==> src/rtl/crc8x_pkg.sv <==
package crc8x_pkg;

    localparam int unsigned CRC_W = 8;

    typedef logic [CRC_W-1:0] crc_t;

    typedef enum logic [1:0] {
        UPD_HOLD  = 2'd0,
        UPD_CLEAR = 2'd1,
        UPD_BIT   = 2'd2,
        UPD_BYTE  = 2'd3
    } upd_e;

    typedef struct packed {
        crc_t rem;
        crc_t tx;
        logic rx_ok;
    } crc_view_t;

    // One MSB-first division step of a single-register CRC.
    function automatic crc_t crc_bit_step(crc_t r, logic b, crc_t poly);
        logic fb;
        fb = r[CRC_W-1] ^ b;
        return {r[CRC_W-2:0], 1'b0} ^ (fb ? poly : '0);
    endfunction

    // CRC_W bit steps, MSB of d first.
    function automatic crc_t crc_word_step(crc_t r, crc_t d, crc_t poly);
        crc_t acc;
        acc = r;
        for (int i = CRC_W - 1; i >= 0; i--) begin
            acc = crc_bit_step(acc, d[i], poly);
        end
        return acc;
    endfunction

    // Remainder left after a message followed by its own inverted check word.
    function automatic crc_t crc_residue(crc_t xorout, crc_t poly);
        return crc_word_step('0, xorout, poly);
    endfunction

endpackage

==> src/rtl/crc8x_bit_stage.sv <==
module crc8x_bit_stage
    import crc8x_pkg::*;
#(
    parameter crc_t POLY = 8'h1D
) (
    input  crc_t rem_in,
    input  logic din,
    output crc_t rem_nx
);
    assign rem_nx = crc_bit_step(rem_in, din, POLY);
endmodule

==> src/rtl/crc8x_next.sv <==
module crc8x_next
    import crc8x_pkg::*;
#(
    parameter int unsigned DATA_W = 8,
    parameter crc_t        POLY   = 8'h1D,
    parameter crc_t        INIT   = 8'hFF
) (
    input  upd_e              upd,
    input  crc_t              rem_q,
    input  logic              bit_in,
    input  logic [DATA_W-1:0] byte_in,
    output crc_t              rem_d
);
    crc_t chain [0:DATA_W];
    crc_t bit_nx;

    assign chain[0] = rem_q;

    // Unrolled byte path: stage i consumes byte_in[DATA_W-1-i].
    for (genvar i = 0; i < DATA_W; i++) begin : g_chain
        crc8x_bit_stage #(.POLY(POLY)) u_stage (
            .rem_in (chain[i]),
            .din    (byte_in[DATA_W-1-i]),
            .rem_nx (chain[i+1])
        );
    end

    crc8x_bit_stage #(.POLY(POLY)) u_serial (
        .rem_in (rem_q),
        .din    (bit_in),
        .rem_nx (bit_nx)
    );

    always_comb begin
        unique case (upd)
            UPD_CLEAR: rem_d = INIT;
            UPD_BYTE:  rem_d = chain[DATA_W];
            UPD_BIT:   rem_d = bit_nx;
            default:   rem_d = rem_q;
        endcase
    end
endmodule

==> config.mk <==
export PLATFORM = sky130hd
export DESIGN_NAME = crc8x_next
export DESIGN_NICKNAME = d
export VERILOG_FILES = /design/src/rtl/crc8x_pkg.sv /design/src/rtl/crc8x_bit_stage.sv /design/src/rtl/crc8x_next.sv
export SDC_FILE = /design/constraint.sdc
export NUM_CORES = 1
export LEC_CHECK = 0
export BUFFER_PORTS_ARGS = -buffer_cell sky130_fd_sc_hd__buf_2
export CAP_MARGIN = 5
export CORE_AREA = 4 4 41 43
export DETAILED_ROUTE_END_ITERATION = 8
export DIE_AREA = 0 0 45 47
export PLACE_DENSITY = 0.7
export RECOVER_POWER = 25
export SETUP_SLACK_MARGIN = 0.05
export SYNTH_ARGS = -nofsm -noshare
export SYNTH_HDL_FRONTEND = slang
export SYNTH_SLANG_ARGS = --single-unit
==> constraint.sdc <==
create_clock -name vclk -period 2
set_clock_uncertainty 0.1 [all_clocks]
set_input_delay 0.1 -clock vclk [all_inputs]
set_output_delay 0.1 -clock vclk [all_outputs]
set_load 0.01 [all_outputs]
Yosys cells after proc, flatten, opt, wreduce, memory -nomap -nowiden
Index checks and enable logic that the tools add are counted.
Storage, ports and cells
  word-level logic and storage cells: 31
  register bits: 0
Cells by class
  muxes and demuxes: 10
  equal/unequal tests: 3
  bitwise gates (word level): 18
Operators with widths (number)
  $xor A8 B8 Y8: 9
  $mux W5: 9
  $pmux W8 S3: 1
  $xor A1 B1 Y1: 9
  $eq A2 B2 Y1 const B: 2
  $eq A2 B1 Y1 const B: 1

Logic depth before layout (Yosys ltp)
Gate-level depths: netlist of the first run.
  depth after elaboration: 25
  mapped depth: 5
  gate-level depth less buffers: 5

Hierarchy
Synthesis of the first run repeated with hierarchy kept, for this count alone.
Unflattened totals
  cells, all modules: 100
  area, all modules: 1246.2 sq um
By module, submodules not included
  crc8x_bit_stage: area an instance 115.1 sq um, cells an instance 9, instances 9
  crc8x_next: area an instance 210.2 sq um, cells an instance 19, instances 1

Least setup slack after synthesis of the first run
No wires, ideal clock.
  path type: input-to-output
  from: input byte_in[6]
  to: output rem_d[4]
  arrival: 1526 ps
  stages on the path: 5
  path slack: 274 ps
  buffers on the path: 0
  cell sequence: xnor2_2 > xnor3_2 > xor2_2 > xnor3_1 > a31oi_1
Between the ends
  cells in the longest elaborated chain, start to end: 12
RTL lines
  from (decl): line crc8x_next.sv:11  | input logic [DATA_W-1:0] byte_in,
  $xor A1 B1 Y1 (*): line crc8x_pkg.sv:23  | fb = r[CRC_W-1] ^ b;
  $mux W5 (*): line crc8x_pkg.sv:24  | return {r[CRC_W-2:0], 1'b0} ^ (fb ? poly : '0);
  $xor A8 B8 Y8 (*) (4 in a row): line crc8x_pkg.sv:24
  $xor A1 B1 Y1 or $xor A8 B8 Y8 (tied branches): line crc8x_pkg.sv:23, crc8x_pkg.sv:24
  $mux W5 (tied with other cells): line crc8x_pkg.sv:24
  $xor A8 B8 Y8 (*) (3 in a row): line crc8x_pkg.sv:24
  $pmux W8 S3 (*): line crc8x_next.sv:35  | unique case (upd)
  to (decl): line crc8x_next.sv:12  | output crc_t rem_d
Every way passes the cells marked *; elsewhere a longest branch is shown, timed or not.

Worst setup path after layout of the first run
Same ends and word-level chain as after synthesis.

==> metrics, run 1 <==
post-place setup slack between 0.08 and 0.09 ns; Pleak between 0.0002 and 0.0003 uW; DR iter-0 viols 6; crit share post-route 0.934; endpoint class of the critical path output pin; Final #Nets roughly 110; drt via density approximately 4.9; Synth area leader xnor2_1; run status complete, no violations; syn nets 76; Power Density ~600 mW/mm^2; setup violators final 0; Die H between 40 and 50 um; FMAX roughly 540 MHz; post-DR wirelength/cell about 12 um; Slew @ Worst Pin between 0.4 and 0.5 ns; routed via count between 400 and 500; total die area approximately 0.0021 mm^2; setup bufs post-CTS 0; WHS Path Cells 3; GRT overflow 0; core area between 0.001 and 0.0015 mm^2; final hold viol count 0; Antenna diodes 0; fraction of the yosys area taken by sequential cells 0; Design Area, Final 711 um^2; synthesized cell area ~530 um^2; Crit Path Max Fanout 3; post-placement cell area roughly 700 um^2; vias in the first global route 421; DRT antenna net count 0; RSZ-0062 raised after global routing false; area grow syn2layout 34.3%; Post-Synthesis Cells between 50 and 60; Die Wd ~45 um; Seq cells 0; Ports 27; Syn. warnings 0; initial antenna violation count 0; Synth top area share 0.331; pin count of the biggest net entering global routing 19; count of cell types in the netlist 17; first-pass GRT wire length around 1900 um; port bufs 27; Post-Route Setup TNS 0 ns; Final Max Slew Viols 0; gr usage total 0.117; Crit Path Category primary input to output pin; worst setup margin 0.132 ns; Initial Utilization 0.407; fillers around 140; Hold Crit Class primary input to output pin; # rows 13; Pre-Repair DR Iteration Count 3; share of cells above drive strength 1 0.476; GPL Wtd Cong about 0.83; CP arrival 1.67 ns; Post-DP HPWL 1050 um; Slew Limit Headroom 0.667; Mapped Avg Cell Area approximately 9.3 um^2; Post-route DRC 0; max cap viols 0; sequential cell area 0 um^2; VDD IR-drop max between 300 and 400 uV; startpoint types primary input; final WL roughly 1200 um; Area contributors post-synth xnor2_1 (33%), xnor2_2 (12%), mux2_2 (6.4%), xnor2_4 (5.2%), o22a_1 (5.0%); clock buffers 0; Critical Path RT 1.80 ns; Tmin final 1.87 ns
==> worst max-delay path, cell delays in order <==
cell     delay [ns]
buf_2          0.13
xnor2_4        0.20
xnor3_2        0.51
xor2_2         0.19
xnor3_1        0.23
a31oi_1        0.15
buf_2          0.15
==> power by group <==
part | leakage [uW] | internal (uW) | switching (uW) | total, uW
clock network | 0 | 0 | 0 | 0
logic | 0.000296 | 239 | 190 | 429
registers | 0 | 0 | 0 | 0
==> per-stage QoR <==
stage                     hold WS, ns  total power [uW]   util  cells
final                           0.541               429  0.546     99
after CTS                       0.541               429  0.534     99
after global routing            0.580               461  0.546     99
after detailed placement        0.544               426  0.534     99
after floorplan                 0.342               324      -     57
after global placement          0.545               424  0.534     99
==> final cells by class <==
cell class                      instances  area [um^2]  area share
Multi-Input combinational cell         54          537       0.755
Timing Repair Buffer                   30          155       0.218
Tap cell                               15         18.8      0.0264
==> cells by family (layout without fill, tap and decap cells) <==
| kind of cell | after synthesis | after routing | synth area share |
|---|---|---|---|
| AOI/OAI and AO/OA | 13 | 13 | 0.177 |
| xor gates and xnor gates | 31 | 31 | 0.674 |
| buffers and inverters | 3 | 30 | 0.0213 |
| muxes | 3 | 3 | 0.0638 |
| and+or+nand+nor | 7 | 7 | 0.0638 |
==> metal layers <==
layer  up-vias  wire length, um  GRT usage
met5         -                0          0
met4         0                0          0
met3         0               76          0
met2        17              569      0.198
met1       219              581      0.177
li1        254                -          -
==> cells in the mapped netlist (all sizes together) <==
master	count
xor2	4
a21oi	2
o22a	4
clkbuf	3
nor2	3
nor2b	3
xnor2	25
nand2	1
xnor3	2
mux2	3
a211oi	3
a31oi	4
==> worst paths after layout <==
path	slack [ns]	from	to
max	0.13	byte_in[6]	rem_d[4]
min	0.54	upd[0]	rem_d[4]
==> placed cells by master (no fill, tap or decap) <==
cell | synthesis | layout
nor2b_1 | 3 | 3
buf_2 | 0 | 25
nand2_1 | 1 | 1
a21oi_1 | 2 | 2
clkbuf_1 | 3 | 2
xor2_2 | 1 | 1
mux2_2 | 3 | 3
o22a_2 | 1 | 1
a31oi_1 | 4 | 4
xnor3_2 | 1 | 1
xnor2_1 | 20 | 19
xnor2_4 | 1 | 2
xor2_1 | 3 | 3
nor2_1 | 3 | 3
buf_4 | 0 | 3
xnor3_1 | 1 | 1
o22a_1 | 3 | 3
a211oi_1 | 3 | 3
xnor2_2 | 4 | 4
==> what timing repair did <==
action	CTS	global route
hold endpoints to repair	0	0
resized for setup	0	2
endpoints found under the setup margin	0	1
hold buffers	0	0
(Power assumes the default switching activity.)
==> run 2: changes to the inputs <==
- BUFFER_PORTS_ARGS: -buffer_cell sky130_fd_sc_hd__buf_2 -> -buffer_cell sky130_fd_sc_hd__buf_4
==> metrics, run 2 (synthesis results as in run 1) <==
Hold Crit Class primary input to output pin; post-placement cell count 99 (unchanged); startpoint types primary input; CP arrival 1.69 ns (+0.02 ns); VDD IR-drop max 331 uV (+2.3%); Tmin final 1.89 ns (+0.0202 ns); Hold Buf Count CTS 0 (unchanged); worst hold start upd[0]; Post-DP HPWL 1080 um (+2.9%); Final Max Slew Viols 0 (unchanged); pin count of the biggest net entering global routing 19 (unchanged); setup violators final 0 (unchanged); WHS Path Cells 3 (unchanged); share of cells above drive strength 1 0.523 (+0.0471); clock buffers 0 (unchanged); sequential cell area 0 um^2 (unchanged); Die Wd 45 um (unchanged); gr usage total 0.130 (+0.0127); DRT antenna net count 0 (unchanged); Initial Utilization 0.407 (unchanged); Post-route DRC 0 (unchanged); commonest non-fill, non-tap cell in the layout buf_4; Die H 47 um (unchanged); final hold viol count 0 (unchanged); GRT overflow 0 (unchanged); core area 0.00130 mm^2 (unchanged); endpoint of the worst hold path rem_d[7]; GPL Wtd Cong 0.781 (-5.6%); Slew @ Worst Pin 0.484 ns (-0.0121 ns); most frequent cells in the layout buf_4 (31), xnor2_1 (17), xnor2_2 (5), a31oi_1 (4); FMAX 530 MHz (-1.1%); DR iter-0 viols 3 (-3); area grow syn2layout 54.6%; post-DR wirelength/cell 13.2 um (+6.7%); Antenna diodes 0 (unchanged); drt via density 4.99 (+0.82%); Power Density 611 mW/mm^2 (+1.1%); # rows 13 (unchanged); endpoint class of the critical path output pin; Slew Limit Headroom 0.675 (+0.00814); final WL 1340 um (+8.9%); Seq cells 0 (unchanged); port bufs 27 (unchanged); vias in the first global route 484 (+15%); Pre-Repair DR Iteration Count 4 (+1); fillers 119 (-13%); Pleak 0.000346 uW (+17%); first-pass GRT wire length 2130 um (+12%); crit share post-route 0.944 (+0.0101); Crit Path Max Fanout 3 (unchanged); max cap viols 0 (unchanged); RSZ-0062 raised after global routing false; post-route insts no fill 101 (+2.0%); Crit Path Category primary input to output pin; Final Util 0.629 (+0.0827); Ports 27 (unchanged); routed via count 504 (+2.9%); run status complete, no violations; Hold Slack 0.477 ns (-0.0635 ns); total die area 0.00212 mm^2 (unchanged); Final #Nets 107 (+1.9%); Post-Route Setup TNS 0 ns (unchanged); Critical Path RT 1.80 ns (about the same); initial antenna violation count 0 (unchanged)
## run 2: repair_timing
| item | CTS | global route |
|---|---|---|
| resized for setup | 0 | 5 |
| setup endpoints to repair | 0 | 1 |
| buffers inserted | 0 | 2 |
## run 2: worst max-delay path: stages
cell,delay (ns)
buf_4,0.13
xnor2_4,0.23
buf_4,0.17
xnor2_2,0.14
xnor2_2,0.15
xnor3_1,0.41
a31oi_1,0.20
buf_4,0.15
## run 2: per-layer routing
| layer | global-route usage | wire (um) | vias up |
|---|---|---|---|
| met4 | 0 | 0 | 0 |
| met1 | 0.185 | 551 | 224 |
| met5 | 0 | 0 | - |
| li1 | - | - | 257 |
| met3 | 0.00766 | 97 | 0 |
| met2 | 0.229 | 685 | 23 |
## run 2: worst max path at each step
stage,from,to,slack [ns],cells past startpoint
finish,byte_in[6],rem_d[4],0.11,8
global route,byte_in[6],rem_d[4],0.06,8
CTS,byte_in[6],rem_d[4],0.06,7
detailed placement,byte_in[6],rem_d[4],0.05,7
global placement,rem_q[5],rem_d[4],0.12,7
floorplan,byte_in[6],rem_d[4],0.27,5
## run 2: metrics by stage
stage	cell area (um^2)	total power, uW	setup WS, ns
final	818	500	0.112
after global routing	818	537	0.0562
after CTS	762	461	0.0560
after global placement	762	458	0.117
after floorplan	529	324	0.274
after detailed placement	762	457	0.0512
## run 2: layout make-up
cell class,count,area (um^2),area share
multi-input cells,54,563,0.688
repair buffers,32,236,0.289
well taps,15,18.8,0.0229
## run 2: report_power, final
part	switching, uW	internal [uW]	leakage, uW	total, uW
clock	0	0	0	0
sequential	0	0	0	0
combinational	208	291	0.000346	500
==> run 3: changes to the inputs <==
- ABC_AREA: default -> 1
- CORE_AREA: 4 4 41 43 -> default
- CORE_MARGIN: default -> 4
- CORE_UTILIZATION: default -> 54
- DIE_AREA: 0 0 45 47 -> default
- PLACE_DENSITY: 0.7 -> 0.85
==> metrics, run 3 <==
Synth top area share 0.310 (-0.0206); Power Density 331 mW/mm^2 (-46%); Slew @ Worst Pin 0.246 ns (-0.238 ns); WHS Path Cells 4 (+1); most frequent cells in the layout nand2_1 (64), buf_4 (27), nand3_1 (23), inv_1 (22), o21ai_0 (15); total die area 0.00208 mm^2 (-1.8%); Ports 27 (unchanged); DRT antenna net count 0 (unchanged); Crit Path Max Fanout 5 (+2); Final Max Slew Viols 0 (unchanged); Slew Limit Headroom 0.835 (+0.160); syn nets 179 (+140%); commonest non-fill, non-tap cell in the layout nand2_1; Post-Route Setup TNS 0 ns (unchanged); Post-Synthesis Cells 160 (+180%); Pre-Repair DR Iteration Count 4 (unchanged); pin count of the biggest net entering global routing 9 (-10); vias in the first global route 983 (+100%); share of cells above drive strength 1 0.241 (-0.283); Antenna diodes 0 (unchanged); Hold Buf Count CTS 0 (unchanged); clock buffers 0 (unchanged); post-DR wirelength/cell 11.5 um (-13%); synthesized cell area 762 um^2 (+44%); Seq cells 0 (unchanged); Area contributors post-synth nand2_1 (31%), nand3_1 (15%), inv_1 (11%), o21ai_0 (9.9%), nand2_2 (5.7%); post-route insts no fill 202 (+100%); setup bufs post-CTS 0 (unchanged); GPL Wtd Cong 0.879 (+13%); worst setup margin 0.318 ns (+0.207 ns); Post-DP HPWL 1980 um (+83%); Tmin final 1.68 ns (-0.207 ns); RSZ-0062 raised after global routing false; top-count cell post-synth nand2_1; DR iter-0 viols 29 (+26); first-pass GRT wire length 3790 um (+78%); post-placement cell count 202 (+100%); core area 0.00132 mm^2 (+1.2%); run status complete, no violations; sequential cell area 0 um^2 (unchanged); crit share post-route 0.841 (-0.103); drt via density 5.42 (+8.5%); Post-route DRC 0 (unchanged); CP arrival 1.48 ns (-0.21 ns); final WL 2330 um (+75%); count of cell types in the netlist 18 (+1); Pleak 0.000598 uW (+73%); Final #Nets 208 (+94%); Synth area leader nand2_1; GRT overflow 0 (unchanged); FMAX 595 MHz (+12%); post-place setup slack 0.406 ns (+0.355 ns); initial antenna violation count 0 (unchanged); worst hold start rem_q[3]; Hold Crit Class primary input to output pin; Tot Pwr 323 uW (-35%); fraction of the yosys area taken by sequential cells 0 (unchanged); Initial Utilization 0.578 (+0.172); most frequent cells after synthesis nand2_1 (63), nand3_1 (23), inv_1 (22); area grow syn2layout 28.1%; Syn. warnings 0 (unchanged); Critical Path RT 1.80 ns (about the same); VDD IR-drop max 159 uV (-52%); max cap viols 0 (unchanged); Die Wd 45.6 um (+1.3%); setup violators final 0 (unchanged); Die H 45.6 um (-3.1%); Crit Path Category primary input to output pin; startpoint types primary input; final hold viol count 0 (unchanged); port bufs 27 (unchanged); endpoint of the worst hold path rem_d[3]; endpoint class of the critical path output pin; # rows 13 (unchanged); routed via count 1,094 (+120%); gr usage total 0.233 (+0.104); Mapped Avg Cell Area 4.76 um^2 (-49%); Post-CTS Resized 0 (unchanged)
-- run 3: area by class of cell --
class	instances	area, um^2
Fill cell	131	342
Tap cell	15	18.8
Timing Repair Buffer	27	203
Multi-Input combinational cell	134	657
Inverter	26	97.6
-- run 3: kinds of logic after synthesis --
kind of cell | synth area share
xor gates and xnor gates | 0.100
and+or+nand+nor | 0.622
AOI/OAI and AO/OA | 0.149
buffers and inverters | 0.128
-- run 3: stage by stage --
step	cell area, um^2	hold slack, ns	util
floorplan	762	0.222	-
global placement	983	0.429	0.746
detailed placement	983	0.430	0.746
CTS	983	0.434	0.746
global route	976	0.469	0.741
finish	976	0.430	0.741
-- run 3: worst max-delay path by stage --
stage | cells past startpoint | slack (ns) | to | from
CTS | 11 | 0.40 | rem_d[5] | rem_q[6]
global placement | 11 | 0.43 | rem_d[5] | rem_q[6]
detailed placement | 11 | 0.41 | rem_d[5] | rem_q[6]
floorplan | 11 | 0.75 | rem_d[4] | rem_q[6]
global route | 14 | 0.18 | rem_d[3] | rem_q[6]
finish | 15 | 0.32 | rem_d[4] | rem_q[7]
-- run 3: critical path, cell delays in order --
cell and delay (ns):
buf_4 0.13, inv_2 0.07, nand2_2 0.04, nand2_1 0.20
nand2_2 0.10, nand2_1 0.10, nand2_1 0.08, nand2_2 0.08
nand2_1 0.06, nand2_1 0.07, inv_1 0.05, nand3_1 0.06
nand3_1 0.06, a21oi_1 0.13, buf_4 0.14
-- run 3: power breakdown --
group / switching, uW / total [uW] / internal [uW]
Clock: 0 / 0 / 0
Combinational: 190 / 323 / 134
Sequential: 0 / 0 / 0
Total: 190 / 323 / 134
-- run 3: per-layer routing --
layer | wire [um] | up-vias | global-route usage
li1 | - | 563 | -
met1 | 933 | 482 | 0.280
met2 | 1180 | 47 | 0.446
met3 | 205 | 2 | 0.0119
met4 | 13 | 0 | 0.0468
met5 | 0 | - | 0
